## config.mk

```make
export PLATFORM = sky130hd
export DESIGN_NAME = servo_pair_drv
export DESIGN_NICKNAME = d
export VERILOG_FILES = /design/src/rtl/servo_pkg.sv /design/src/rtl/servo_frame_timer.sv /design/src/rtl/servo_channel.sv /design/src/rtl/servo_pair_drv.sv
export SDC_FILE = /design/constraint.sdc
export NUM_CORES = 1
export LEC_CHECK = 0
export ABC_AREA = 1
export CORE_UTILIZATION = 58
export DETAILED_ROUTE_END_ITERATION = 6
export DONT_BUFFER_PORTS = 1
export PLACE_DENSITY = 0.8
export REMOVE_ABC_BUFFERS = 1
export SYNTH_ARGS = -nofsm -noshare
export SYNTH_HDL_FRONTEND = slang
export SYNTH_HIERARCHICAL = 1
export SYNTH_SLANG_ARGS = --single-unit
```

## constraint.sdc

```tcl
create_clock -name clk_i -period 6.5 [get_ports clk_i]
set_input_delay 0.975 -clock clk_i [delete_from_list [all_inputs] [get_ports clk_i]]
set_output_delay 0.975 -clock clk_i [all_outputs]
set_load 0.02 [all_outputs]
```

## src/rtl/servo_pkg.sv

```systemverilog
`timescale 1ns/1ps
package servo_pkg;

  typedef enum logic [1:0] {
    CMD_HALT     = 2'b00,
    CMD_CW       = 2'b01,
    CMD_CCW      = 2'b10,
    CMD_HALT_ALT = 2'b11
  } servo_cmd_e;

  // Microseconds to whole clock cycles, in 64-bit arithmetic to avoid overflow.
  function automatic int us_to_cycles(input longint clk_hz, input longint us);
    return int'((clk_hz * us) / 64'd1_000_000);
  endfunction

endpackage

```

## src/rtl/servo_frame_timer.sv

```systemverilog
`timescale 1ns/1ps
module servo_frame_timer #(
  parameter int FRAME_CYC = 1_000_000,
  parameter int CNT_W     = $clog2(FRAME_CYC)
) (
  input  logic             clk_i,
  input  logic             rst_ni,
  output logic [CNT_W-1:0] cnt_o,
  output logic             wrap_o
);

  localparam logic [CNT_W-1:0] LAST = CNT_W'(FRAME_CYC - 1);

  logic [CNT_W-1:0] cnt_q;

  assign wrap_o = (cnt_q == LAST);
  assign cnt_o  = cnt_q;

  always_ff @(posedge clk_i or negedge rst_ni) begin
    if (!rst_ni)     cnt_q <= '0;
    else if (wrap_o) cnt_q <= '0;
    else             cnt_q <= cnt_q + 1'b1;
  end

  a_r4_cnt_range: assert property (@(posedge clk_i) disable iff (!rst_ni)
    cnt_q <= LAST);

  a_r4_wrap_zero: assert property (@(posedge clk_i) disable iff (!rst_ni)
    (cnt_q == LAST) |=> (cnt_q == '0));

endmodule

```

## src/rtl/servo_channel.sv

```systemverilog
`timescale 1ns/1ps
module servo_channel
  import servo_pkg::*;
#(
  parameter int CNT_W    = 20,
  parameter int CW_CYC   = 50_000,
  parameter int STOP_CYC = 75_000,
  parameter int CCW_CYC  = 100_000
) (
  input  logic             clk_i,
  input  logic             rst_ni,
  input  logic [1:0]       cmd_i,
  input  logic [CNT_W-1:0] cnt_i,
  input  logic             wrap_i,
  output logic             pwm_o
);

  localparam logic [CNT_W-1:0] W_CW   = CNT_W'(CW_CYC);
  localparam logic [CNT_W-1:0] W_STOP = CNT_W'(STOP_CYC);
  localparam logic [CNT_W-1:0] W_CCW  = CNT_W'(CCW_CYC);

  logic [CNT_W-1:0] w_sel, w_q;
  logic [CNT_W:0]   cnt_nxt;
  logic             pwm_q;

  always_comb begin
    unique case (servo_cmd_e'(cmd_i))
      CMD_CW:  w_sel = W_CW;
      CMD_CCW: w_sel = W_CCW;
      default: w_sel = W_STOP;
    endcase
  end

  assign cnt_nxt = {1'b0, cnt_i} + 1'b1;

  // Width is latched only at the frame boundary; w_q = 0 gives an idle first frame.
  always_ff @(posedge clk_i or negedge rst_ni) begin
    if (!rst_ni) begin
      w_q   <= '0;
      pwm_q <= 1'b0;
    end else if (wrap_i) begin
      w_q   <= w_sel;
      pwm_q <= 1'b1;
    end else begin
      pwm_q <= (cnt_nxt < {1'b0, w_q});
    end
  end

  assign pwm_o = pwm_q;

  a_r1_width_legal: assert property (@(posedge clk_i) disable iff (!rst_ni)
    (w_q == '0) || (w_q == W_CW) || (w_q == W_STOP) || (w_q == W_CCW));

  a_r6_rise_at_frame: assert property (@(posedge clk_i) disable iff (!rst_ni)
    $rose(pwm_q) |-> (cnt_i == '0));

  a_r5_fall_at_width: assert property (@(posedge clk_i) disable iff (!rst_ni)
    $fell(pwm_q) |-> (cnt_i == w_q));

endmodule

```

## src/rtl/servo_pair_drv.sv

```systemverilog
`timescale 1ns/1ps
module servo_pair_drv
  import servo_pkg::*;
#(
  parameter int CLK_HZ   = 50_000_000,
  parameter int NUM_CH   = 2,
  parameter int FRAME_US = 20_000,
  parameter int CW_US    = 1_000,
  parameter int STOP_US  = 1_500,
  parameter int CCW_US   = 2_000
) (
  input  logic                clk_i,
  input  logic                rst_ni,
  input  logic [2*NUM_CH-1:0] cmd_i,
  output logic [NUM_CH-1:0]   pwm_o
);

  localparam int FRAME_CYC = us_to_cycles(CLK_HZ, FRAME_US);
  localparam int CW_CYC    = us_to_cycles(CLK_HZ, CW_US);
  localparam int STOP_CYC  = us_to_cycles(CLK_HZ, STOP_US);
  localparam int CCW_CYC   = us_to_cycles(CLK_HZ, CCW_US);
  localparam int CNT_W     = $clog2(FRAME_CYC);

  logic [CNT_W-1:0] cnt;
  logic             wrap;

  servo_frame_timer #(
    .FRAME_CYC(FRAME_CYC),
    .CNT_W    (CNT_W)
  ) u_timer (
    .clk_i (clk_i),
    .rst_ni(rst_ni),
    .cnt_o (cnt),
    .wrap_o(wrap)
  );

  for (genvar k = 0; k < NUM_CH; k++) begin : g_ch
    servo_channel #(
      .CNT_W   (CNT_W),
      .CW_CYC  (CW_CYC),
      .STOP_CYC(STOP_CYC),
      .CCW_CYC (CCW_CYC)
    ) u_ch (
      .clk_i (clk_i),
      .rst_ni(rst_ni),
      .cmd_i (cmd_i[2*k+1:2*k]),
      .cnt_i (cnt),
      .wrap_i(wrap),
      .pwm_o (pwm_o[k])
    );
  end

  a_r7_reset_low: assert property (@(posedge clk_i)
    !rst_ni |-> (pwm_o == '0));

endmodule

```

==> results of run 1 <==
-- flip-flops by register name, indices dropped and copies added (netlist names) --
register,count
g_ch.u_ch/pwm_o,2
u_timer/cnt_o,20
g_ch.u_ch/w_q,10
-- per-stage QoR --
stage               instances  setup slack, ns  hold slack [ns]  cell area (um2)
floorplan                 435             4.30            0.453             2990
global placement          502             4.08            0.470             3070
detailed placement        502             3.95            0.475             3070
CTS                       510             3.88            0.367             3180
global route              510             3.60            0.364             3180
finish                    510             3.82            0.379             3180
-- Yosys cell counts (2+ instances only) --
cell type    n  area share [%]
nand2_1    102              13
inv_1       77             9.7
nor2_1      59             7.4
dfrtp_1     32              27
ha_1        29              12
nand3_1     21             3.5
xor2_1      18             5.3
o21ai_0     14             2.3
nor3_1      12             2.0
a21oi_1     11             1.8
nand2_2      7             1.5
nor2_2       7             1.5
nand4_1      6             1.3
nor2_4       5             1.9
nand3b_1     4             1.0
o21ai_1      4            0.67
a31oi_1      3            0.63
nand2_4      3             1.1
nand3_2      3             1.0
xnor2_1      3            0.88
a21boi_1     2            0.50
inv_2        2            0.25
nor2_8       2             1.3
o21a_1       2            0.50
-- cell type report --
cell class / count / area [um2] / area share (%)
tap: 67 / 83.8 / 2.64
multi-input combinational: 324 / 1890 / 59.4
clock inverter: 2 / 35.0 / 1.10
inverter: 79 / 297 / 9.33
sequential: 32 / 801 / 25.2
clock buffer: 6 / 72.6 / 2.28
-- kinds of logic (layout without fill, tap and decap cells) --
group	Yosys count	in the layout	share of synthesized area, %
simple gates	235	235	37.7
fa+ha+maj	29	29	12.1
xor+xnor	21	21	6.16
compound gates	39	39	7.29
buf+inv	79	87	9.93
flops	32	32	26.8
-- routing by layer --
layer | global-route usage [%] | wire (um) | vias to the layer above
met3 | 5.08 | 499 | 33
met5 | 0 | 0 | -
met2 | 42.1 | 2920 | 105
met1 | 38.7 | 3110 | 1215
met4 | 11.3 | 218 | 0
li1 | - | - | 1379
-- where the power goes --
group          leakage (nW)  switching (mW)  internal (mW)  total (mW)
combinational          1.33         0.00136        0.00113     0.00250
clock                0.0552          0.0755          0.114       0.189
sequential            0.380               0          0.199       0.199
total                  1.76          0.0768          0.314       0.391
-- worst max path at each step --
stage / slack (ns) / start / end
final: 3.82 / u_timer/cnt_o[2] / g_ch[1].u_ch/pwm_o
after CTS: 3.88 / u_timer/cnt_o[3] / g_ch[1].u_ch/pwm_o
after global placement: 4.08 / u_timer/cnt_o[3] / g_ch[1].u_ch/pwm_o
after detailed placement: 3.95 / u_timer/cnt_o[3] / g_ch[1].u_ch/pwm_o
after floorplan: 4.30 / u_timer/cnt_o[3] / g_ch[1].u_ch/pwm_o
after global routing: 3.60 / u_timer/cnt_o[3] / g_ch[1].u_ch/pwm_o
-- cell usage in the layout, fill, tap and decap left out, types with 2 or more instances in the layout --
| cell type | netlist | final |
|---|---|---|
| a21boi_1 | 2 | 2 |
| clkbuf_8 | 0 | 5 |
| nor2_8 | 2 | 2 |
| o21ai_1 | 4 | 4 |
| nor3_1 | 12 | 12 |
| nand4_1 | 6 | 6 |
| xor2_1 | 18 | 18 |
| nor2_4 | 5 | 5 |
| inv_2 | 2 | 2 |
| ha_1 | 29 | 29 |
| a21oi_1 | 11 | 11 |
| nor2_1 | 59 | 59 |
| nand2_2 | 7 | 7 |
| o21ai_0 | 14 | 14 |
| inv_1 | 77 | 77 |
| o21a_1 | 2 | 2 |
| nand2_1 | 102 | 102 |
| nand3_2 | 3 | 3 |
| nand2_4 | 3 | 3 |
| nor2_2 | 7 | 7 |
| nand3_1 | 21 | 21 |
| xnor2_1 | 3 | 3 |
| a31oi_1 | 3 | 3 |
| nand3b_1 | 4 | 4 |
| dfrtp_1 | 32 | 32 |
==> results.py, run 1 <==
metrics = {
    "global_routing": {
        "grt_pass1_wl_mm": 11.4,
        "grt_pass1_vias": 2481,
        "grt_overflow": 0,
        "grt_max_degree": 33,
        "track_usage_pct": 27.7,
        "antenna_found_initial": 0,
    },
    "logic_synthesis": {
        "synth_cell_types": 31,
        "netlist_area_mm2": 0.00299,
        "ys.warnings.count": 6,
        "synth_edf_count": 0,
        "ys_seq_elements": 32,
        "async_reset_ff_share_pct": 100,
        "synth_top_flop_cell": "dfrtp_1",
        "avgSynthCellArea_um2": 6.87,
        "ys_seq_area_share_pct": 26.8,
        "synth_cells": 435,
    },
    "die": {
        "die_x_um": 73.8,
        "ios": 8,
        "die_area_mm2": 0.00544,
        "core.rowCount": 25,
        "die_h_um": 73.8,
        "initial_core_util_pct": 61.6,
        "core_area_mm2": 0.00485,
    },
    "sta": {
        "fin_crit_ns": 2.68,
        "setup_viol": 0,
        "max_slew.worst_pin.slew_ns": 0.499,
        "hold_violations": 0,
        "post-route-period-util_pct": 41.2,
        "max_freq_mhz": 374,
        "maxSlewViolCount": 0,
        "rsz0062_at_grt": "false",
        "relSlewSlack_pct": 66.8,
        "tns_ns": 0,
        "skew_ns": 0.00545,
    },
    "clocking": {
        "cts_setup_buffers": 0,
        "insertion_delay_ns": 0.29,
        "clk_pin_slew_ns": 0.07,
        "ctsResizeCount": 0,
        "cts-root-buf": "clkbuf_8",
        "h-tree-depth": 2,
        "hold_buffers": 0,
        "cts_tree": "built",
        "cts_sinks": 32,
        "clockBufferDepth": 2,
        "numCtsBuffers": 5,
    },
    "routing": {
        "drc_errors": 0,
        "vias": 2732,
        "drtAntennaViolNets": 0,
        "vias_per_cell": 5.36,
        "first_pass_iters": 7,
        "drt_iter0_drc": 219,
        "post_drt_wl_per_cell_um": 13.2,
        "wirelength_mm": 6.75,
    },
    "worst_setup_path": {
        "critPathArrivalTime_ns": 2.85,
        "required_ns": 6.68,
        "cp-start-kind": "register",
        "r2r_setup_slack_ns": 3.82,
        "path_cells": "nand3_2 -> nor2_4 -> inv_1 -> nor2_1 -> nand3_1 -> o21ai_0 -> inv_1 -> ha_1 -> inv_1 -> nor3_1 -> nor3_1 -> nand2_1 -> nand2_1 -> nand2_1 -> nand2_1 -> nand2_1 -> nand2_1",
        "crit_slowest_cell": "dfrtp_1",
        "rr_worst_depth": 17,
        "critPathMostFrequentCell": "nand2_1",
        "cpPeakStageDelay_ns": 0.59,
        "reg2reg_from": "u_timer/cnt_o[2]",
        "r2r-end": "g_ch[1].u_ch/pwm_o",
        "critPathMaxFanout": 11,
        "cp_top_family": "simple AND/OR/NAND/NOR gates",
        "worst-path-stages": 17,
        "cp-end-kind": "register",
        "crit_buf_inv": 3,
        "path_class": "reg -> reg",
    },
    "power": {
        "p_per_area_mw_per_mm2": 123,
        "p_total_mw": 0.391,
        "p_leak_nw": 1.76,
        "irDropWorstVdd_mv": 0.0950,
    },
    "final_layout": {
        "fillers": 442,
        "fin_nets": 477,
        "diodes": 0,
        "drive_gt1_share_pct": 8.58,
        "area_growth_pct": 6.41,
        "final_util_pct": 65.5,
    },
    "placed_design": {
        "dp_hpwl_mm": 5.07,
        "portBuffers": 0,
        "place_congestion": 0.900,
    },
    "run": {
        "cap_violations": 0,
    },
    "status": {
        "status": "finished, final reports clean",
    },
    "min_path": {
        "hold_class": "in -> async",
    },
}
(Power assumes the default switching activity.)
==> run 2: changes to the inputs <==
--- a/config.mk
+++ b/config.mk
@@ -9,7 +9,7 @@
 export CORE_UTILIZATION = 58
 export DETAILED_ROUTE_END_ITERATION = 6
 export DONT_BUFFER_PORTS = 1
-export PLACE_DENSITY = 0.8
+export PLACE_DENSITY = 0.82
 export REMOVE_ABC_BUFFERS = 1
 export SYNTH_ARGS = -nofsm -noshare
 export SYNTH_HDL_FRONTEND = slang
==> constraint.sdc (replaced) <==
create_clock -name clk_i -period 2.3 [get_ports clk_i]
set_input_delay 0.345 -clock clk_i [delete_from_list [all_inputs] [get_ports clk_i]]
set_output_delay 0.345 -clock clk_i [all_outputs]
set_load 0.02 [all_outputs]
==> results.py, run 2 (synthesis results as in run 1) <==
metrics = {
    "min_path": {
        "hold_start": "cmd_i[2]",
        "hold_class": "in -> reg",
        "hold_end": "g_ch[1].u_ch/w_q[10]",
        "worstHoldPathCells": 2,
    },
    "final_layout": {
        "largest_reg_flops": 20,
        "multi_input_area_mm2": 0.00195,
        "diodes": 0,
        "layout_commonest_cell": "nand2_1",
        "mostFrequentLayoutCells": "nand2_1, inv_1, nor2_1, dfrtp_1, ha_1",
        "register_area_um2": 802,
        "fin_cells": 538,
        "drive_gt1_share_pct": 16.1,
        "area_growth_pct": 16.3,
        "fin_nets": 505,
        "fillers": 364,
    },
    "status": {
        "status": "finished, final reports clean",
    },
    "die": {
        "initial_core_util_pct": 61.6,
        "core.rowCount": 25,
        "die_h_um": 73.8,
        "die_area_mm2": 0.00544,
        "core_area_mm2": 0.00485,
        "die_x_um": 73.8,
        "ios": 8,
    },
    "worst_setup_path": {
        "critPathMaxFanout": 12,
        "reg2reg_from": "u_timer/cnt_o[3]",
        "rr_worst_depth": 16,
        "cp-end-kind": "register",
        "cp-start-kind": "register",
        "critPathArrivalTime_ns": 2.39,
        "required_ns": 2.52,
        "r2r-end": "g_ch[0].u_ch/pwm_o",
        "path_class": "reg -> reg",
        "r2r_setup_slack_ns": 0.14,
    },
    "clocking": {
        "numCtsBuffers": 5,
        "h-tree-depth": 2,
        "clk_pin_slew_ns": 0.07,
        "clockBufferDepth": 2,
        "cts-root-buf": "clkbuf_8",
        "insertion_delay_ns": 0.29,
        "cts_tree": "built",
        "cts_sinks": 32,
    },
    "power": {
        "p_leak_nw": 1.91,
        "irDropWorstVdd_mv": 0.202,
        "p_per_area_mw_per_mm2": 324,
    },
    "routing": {
        "first_pass_iters": 5,
        "vias_per_cell": 5.44,
        "vias": 2925,
        "wirelength_mm": 7.34,
        "post_drt_wl_per_cell_um": 13.6,
        "drc_errors": 0,
        "drt_iter0_drc": 248,
        "drtAntennaViolNets": 0,
    },
    "sta": {
        "setup_viol": 0,
        "fin_crit_ns": 2.16,
        "max_slew.worst_pin.slew_ns": 0.350,
        "tns_ns": 0,
        "fin_ws_ns": 0.137,
        "holdWs_ns": 0.306,
        "max_freq_mhz": 462,
        "hold_violations": 0,
        "maxSlewViolCount": 0,
        "post-route-period-util_pct": 94.1,
        "relSlewSlack_pct": 76.6,
        "skew_ns": 0.00655,
    },
    "global_routing": {
        "antenna_found_initial": 0,
        "track_usage_pct": 29.5,
        "grt_pass1_wl_mm": 12.3,
        "grt_pass1_vias": 2815,
        "grt_max_degree": 33,
        "grt_overflow": 0,
    },
    "placed_design": {
        "place_ws_ns": 0.104,
        "place_inst": 524,
        "dp_hpwl_mm": 5.45,
        "portBuffers": 0,
        "place_congestion": 0.968,
    },
    "run": {
        "cap_violations": 0,
    },
}
==> run 2: critical path, stage by stage (launching register included) <==
cell and delay, ns:
dfrtp_1 0.36, buf_4 0.20, nand2_2 0.11, nor2_4 0.16, nand2_1 0.09, xor2_1 0.14, inv_1 0.07, ha_1 0.30
a21oi_1 0.13, nor3_1 0.06, nor3_1 0.14, nand2_1 0.09, nand2_1 0.06, nand2_1 0.04, nand2_1 0.05, nand2_1 0.04
nand2_1 0.05
==> run 2: repair_timing <==
action,CTS,global route
endpoints found under the setup margin,0,2
hold buffers,2,0
resized for setup,0,17
hold endpoints to repair,32,0
setup buffers,0,4
==> run 2: where the power goes <==
part	internal [mW]	switching [mW]
Clock	0.321	0.218
Sequential	0.562	0
Combinational	0.00809	0.0159
Total	0.892	0.234
==> run 2: stage by stage <==
stage | util (%) | power, mW | cell area (um2)
2_1_floorplan | - | 0.579 | 2990
3_3_place_gp | 66.7 | 0.580 | 3240
3_5_place_dp | 66.7 | 0.581 | 3240
4_1_cts | 69.6 | 1.13 | 3370
5_1_grt | 71.6 | 1.17 | 3470
6_report | 71.6 | 1.13 | 3470
==> run 2: cell type report <==
class                   count  area share, %
flip-flops and latches     32           23.1
repair buffers             28           6.70
clock buffers               6           2.09
inverters                  79           8.54
well taps                  67           2.41
multi-input cells         324           56.2
clock inverters             2           1.01
==> run 2: how the worst max path moves through the flow <==
stage,startpoint,endpoint,slack [ns],depth (start not counted)
CTS,u_timer/cnt_o[5],g_ch[1].u_ch/pwm_o,0.08,12
detailed placement,u_timer/cnt_o[9],g_ch[1].u_ch/pwm_o,0.10,11
global placement,u_timer/cnt_o[10],g_ch[1].u_ch/pwm_o,0.17,11
global route,u_timer/cnt_o[5],g_ch[0].u_ch/pwm_o,-0.01,14
floorplan,u_timer/cnt_o[3],g_ch[1].u_ch/pwm_o,0.10,17
finish,u_timer/cnt_o[3],g_ch[0].u_ch/pwm_o,0.14,16
==> run 2: layer usage <==
layer / part of all wire (%) / track usage, % / routed length, um
met1: 43 / 35.6 / 3140
met2: 49 / 51.1 / 3610
met3: 5.5 / 5.21 / 404
met4: 2.5 / 13.0 / 183
met5: 0 / 0 / 0
==> run 3: changes to the inputs <==
--- a/config.mk
+++ b/config.mk
@@ -9,6 +9,7 @@
 export CORE_UTILIZATION = 58
 export DETAILED_ROUTE_END_ITERATION = 6
 export DONT_BUFFER_PORTS = 1
+export GPL_TIMING_DRIVEN = 0
 export PLACE_DENSITY = 0.82
 export REMOVE_ABC_BUFFERS = 1
 export SYNTH_ARGS = -nofsm -noshare
==> results.py, run 3 (synthesis results as in run 1) <==
metrics = {
    "clocking": {
        "cts-root-buf": "clkbuf_8",
        "clockBufferDepth": 2,
        "insertion_delay_ns": 0.29,
        "cts_tree": "built",
        "cts_sinks": 32,
        "clk_pin_slew_ns": 0.07,
        "h-tree-depth": 2,
        "numCtsBuffers": 5,
    },
    "global_routing": {
        "antenna_found_initial": 0,
        "track_usage_pct": 30.3,
        "grt_pass1_wl_mm": 12.4,
        "grt_overflow": 0,
        "grt_max_degree": 33,
        "grt_pass1_vias": 2861,
    },
    "routing": {
        "drt_iter0_drc": 223,
        "vias_per_cell": 5.49,
        "drc_errors": 0,
        "drtAntennaViolNets": 0,
        "wirelength_mm": 7.66,
        "vias": 2925,
        "first_pass_iters": 4,
        "post_drt_wl_per_cell_um": 14.4,
    },
    "final_layout": {
        "layout_commonest_cell": "nand2_1",
        "largest_reg_flops": 20,
        "fillers": 398,
        "mostFrequentLayoutCells": "nand2_1, inv_1, nor2_1, ha_1, nand3_1",
        "fin_nets": 500,
        "drive_gt1_share_pct": 18.5,
        "area_growth_pct": 15.7,
        "diodes": 0,
        "design_area_mm2": 0.00345,
    },
    "sta": {
        "rsz0062_at_grt": "true",
        "relSlewSlack_pct": 66.7,
        "skew_ns": 0.00905,
        "post-route-period-util_pct": 97.9,
        "max_slew.worst_pin.slew_ns": 0.499,
        "fin_crit_ns": 2.25,
        "max_freq_mhz": 444,
        "hold_violations": 0,
        "maxSlewViolCount": 0,
        "holdWs_ns": 0.293,
        "tns_ns": 0,
        "fin_ws_ns": 0.0488,
        "setup_viol": 0,
    },
    "run": {
        "cap_violations": 0,
    },
    "power": {
        "irDropWorstVdd_mv": 0.235,
        "p_leak_nw": 1.87,
        "seqPwrFrac_pct": 50.0,
        "p_int_mw": 0.892,
        "p_switching_mw": 0.234,
        "p_sw_share_pct": 20.8,
        "p_per_area_mw_per_mm2": 326,
        "power.clock.fraction_pct": 47.9,
        "pwr-share-comb_pct": 2.1,
    },
    "placed_design": {
        "dp_hpwl_mm": 4.87,
        "portBuffers": 0,
        "place_congestion": 0.878,
        "place_ws_ns": -0.255,
        "placed_cell_area_mm2": 0.00307,
    },
    "worst_setup_path": {
        "cp-start-kind": "register",
        "cpPeakStageDelay_ns": 0.53,
        "critPathArrivalTime_ns": 2.48,
        "critPathMostFrequentCell": "nand2_1",
        "crit_buf_inv": 0,
        "cp-end-kind": "register",
        "cp_top_family": "simple AND/OR/NAND/NOR gates",
        "required_ns": 2.52,
        "path_cells": "nand2_2 -> nand3b_1 -> nor2_2 -> nor2_1 -> ha_1 -> a21o_1 -> a21oi_1 -> o21ai_0 -> a31oi_1 -> nand2_1 -> nand2_1",
        "critPathMaxFanout": 12,
        "path_class": "reg -> reg",
        "crit_slowest_cell": "dfrtp_2",
    },
    "die": {
        "die_area_mm2": 0.00544,
        "core.rowCount": 25,
        "core_area_mm2": 0.00485,
        "die_h_um": 73.8,
        "die_x_um": 73.8,
        "initial_core_util_pct": 61.6,
        "ios": 8,
    },
    "min_path": {
        "hold_class": "in -> reg",
    },
    "status": {
        "status": "finished, final reports clean",
    },
}
## run 3: cell types whose count changed in the layout (fill, tap and decap cells not counted), sizes merged
cell  delta
buf      -5
## run 3: routing by layer
| metal | wire (um) | global-route usage (%) | part of all wire [%] | vias up |
|---|---|---|---|---|
| met5 | 0 | 0 | 0 | - |
| met4 | 210 | 11.8 | 2.7 | 0 |
| met3 | 464 | 5.08 | 6.1 | 21 |
| met2 | 3730 | 55.2 | 49 | 114 |
| met1 | 3260 | 35.2 | 43 | 1359 |
| li1 | - | - | - | 1431 |
## run 3: worst paths after layout
kind,startpoint,to,slack [ns],cells after the start
min reg2reg,g_ch[1].u_ch/w_q[10],g_ch[1].u_ch/w_q[10],0.50,2
max,u_timer/cnt_o[10],g_ch[1].u_ch/pwm_o,0.05,11
min in group asynchronous,rst_ni,g_ch[0].u_ch/w_q[14],0.52,2
max reg2reg,u_timer/cnt_o[10],g_ch[1].u_ch/pwm_o,0.05,11
min,cmd_i[0],g_ch[0].u_ch/w_q[10],0.29,2
max in group asynchronous,rst_ni,u_timer/cnt_o[4],1.60,2
## run 3: layout make-up
class / count / area (um2) / share of cell area, %
inverter: 79 / 297 / 8.58
timing repair buffer: 23 / 211 / 6.12
sequential: 32 / 818 / 23.7
tap: 67 / 83.8 / 2.43
clock inverter: 2 / 35.0 / 1.01
multi-input combinational: 324 / 1940 / 56.1
clock buffer: 6 / 72.6 / 2.10
## run 3: stage by stage
stage	power, mW	cells	utilization (%)
2_1_floorplan	0.579	435	-
3_3_place_gp	0.580	502	63.3
3_5_place_dp	0.581	502	63.3
4_1_cts	1.14	521	67.9
5_1_grt	1.16	533	71.3
6_report	1.13	533	71.3
## run 3: worst reg2reg max path, delay by kind of cell (launching register included)
family	cells	cell delay [ns]
flops	1	0.53
compound gates	4	0.55
fa+ha+maj	1	0.29
simple gates	6	0.79
## run 3: what timing repair did
action	4_1_cts	5_1_grt
pin swaps	0	5
setup buffers	9	12
hold buffers	2	0
gates resized for setup	14	17
hold endpoints to repair	32	0
setup endpoints to repair	1	6
## run 3: power by group through the flow
stage	logic (mW)	registers, mW	clock network [mW]
after detailed placement	0.00728	0.573	0
final	0.0241	0.562	0.539
after global placement	0.00695	0.573	0
after CTS	0.0247	0.562	0.548
after floorplan	0.00520	0.573	0
after global routing	0.0279	0.562	0.570
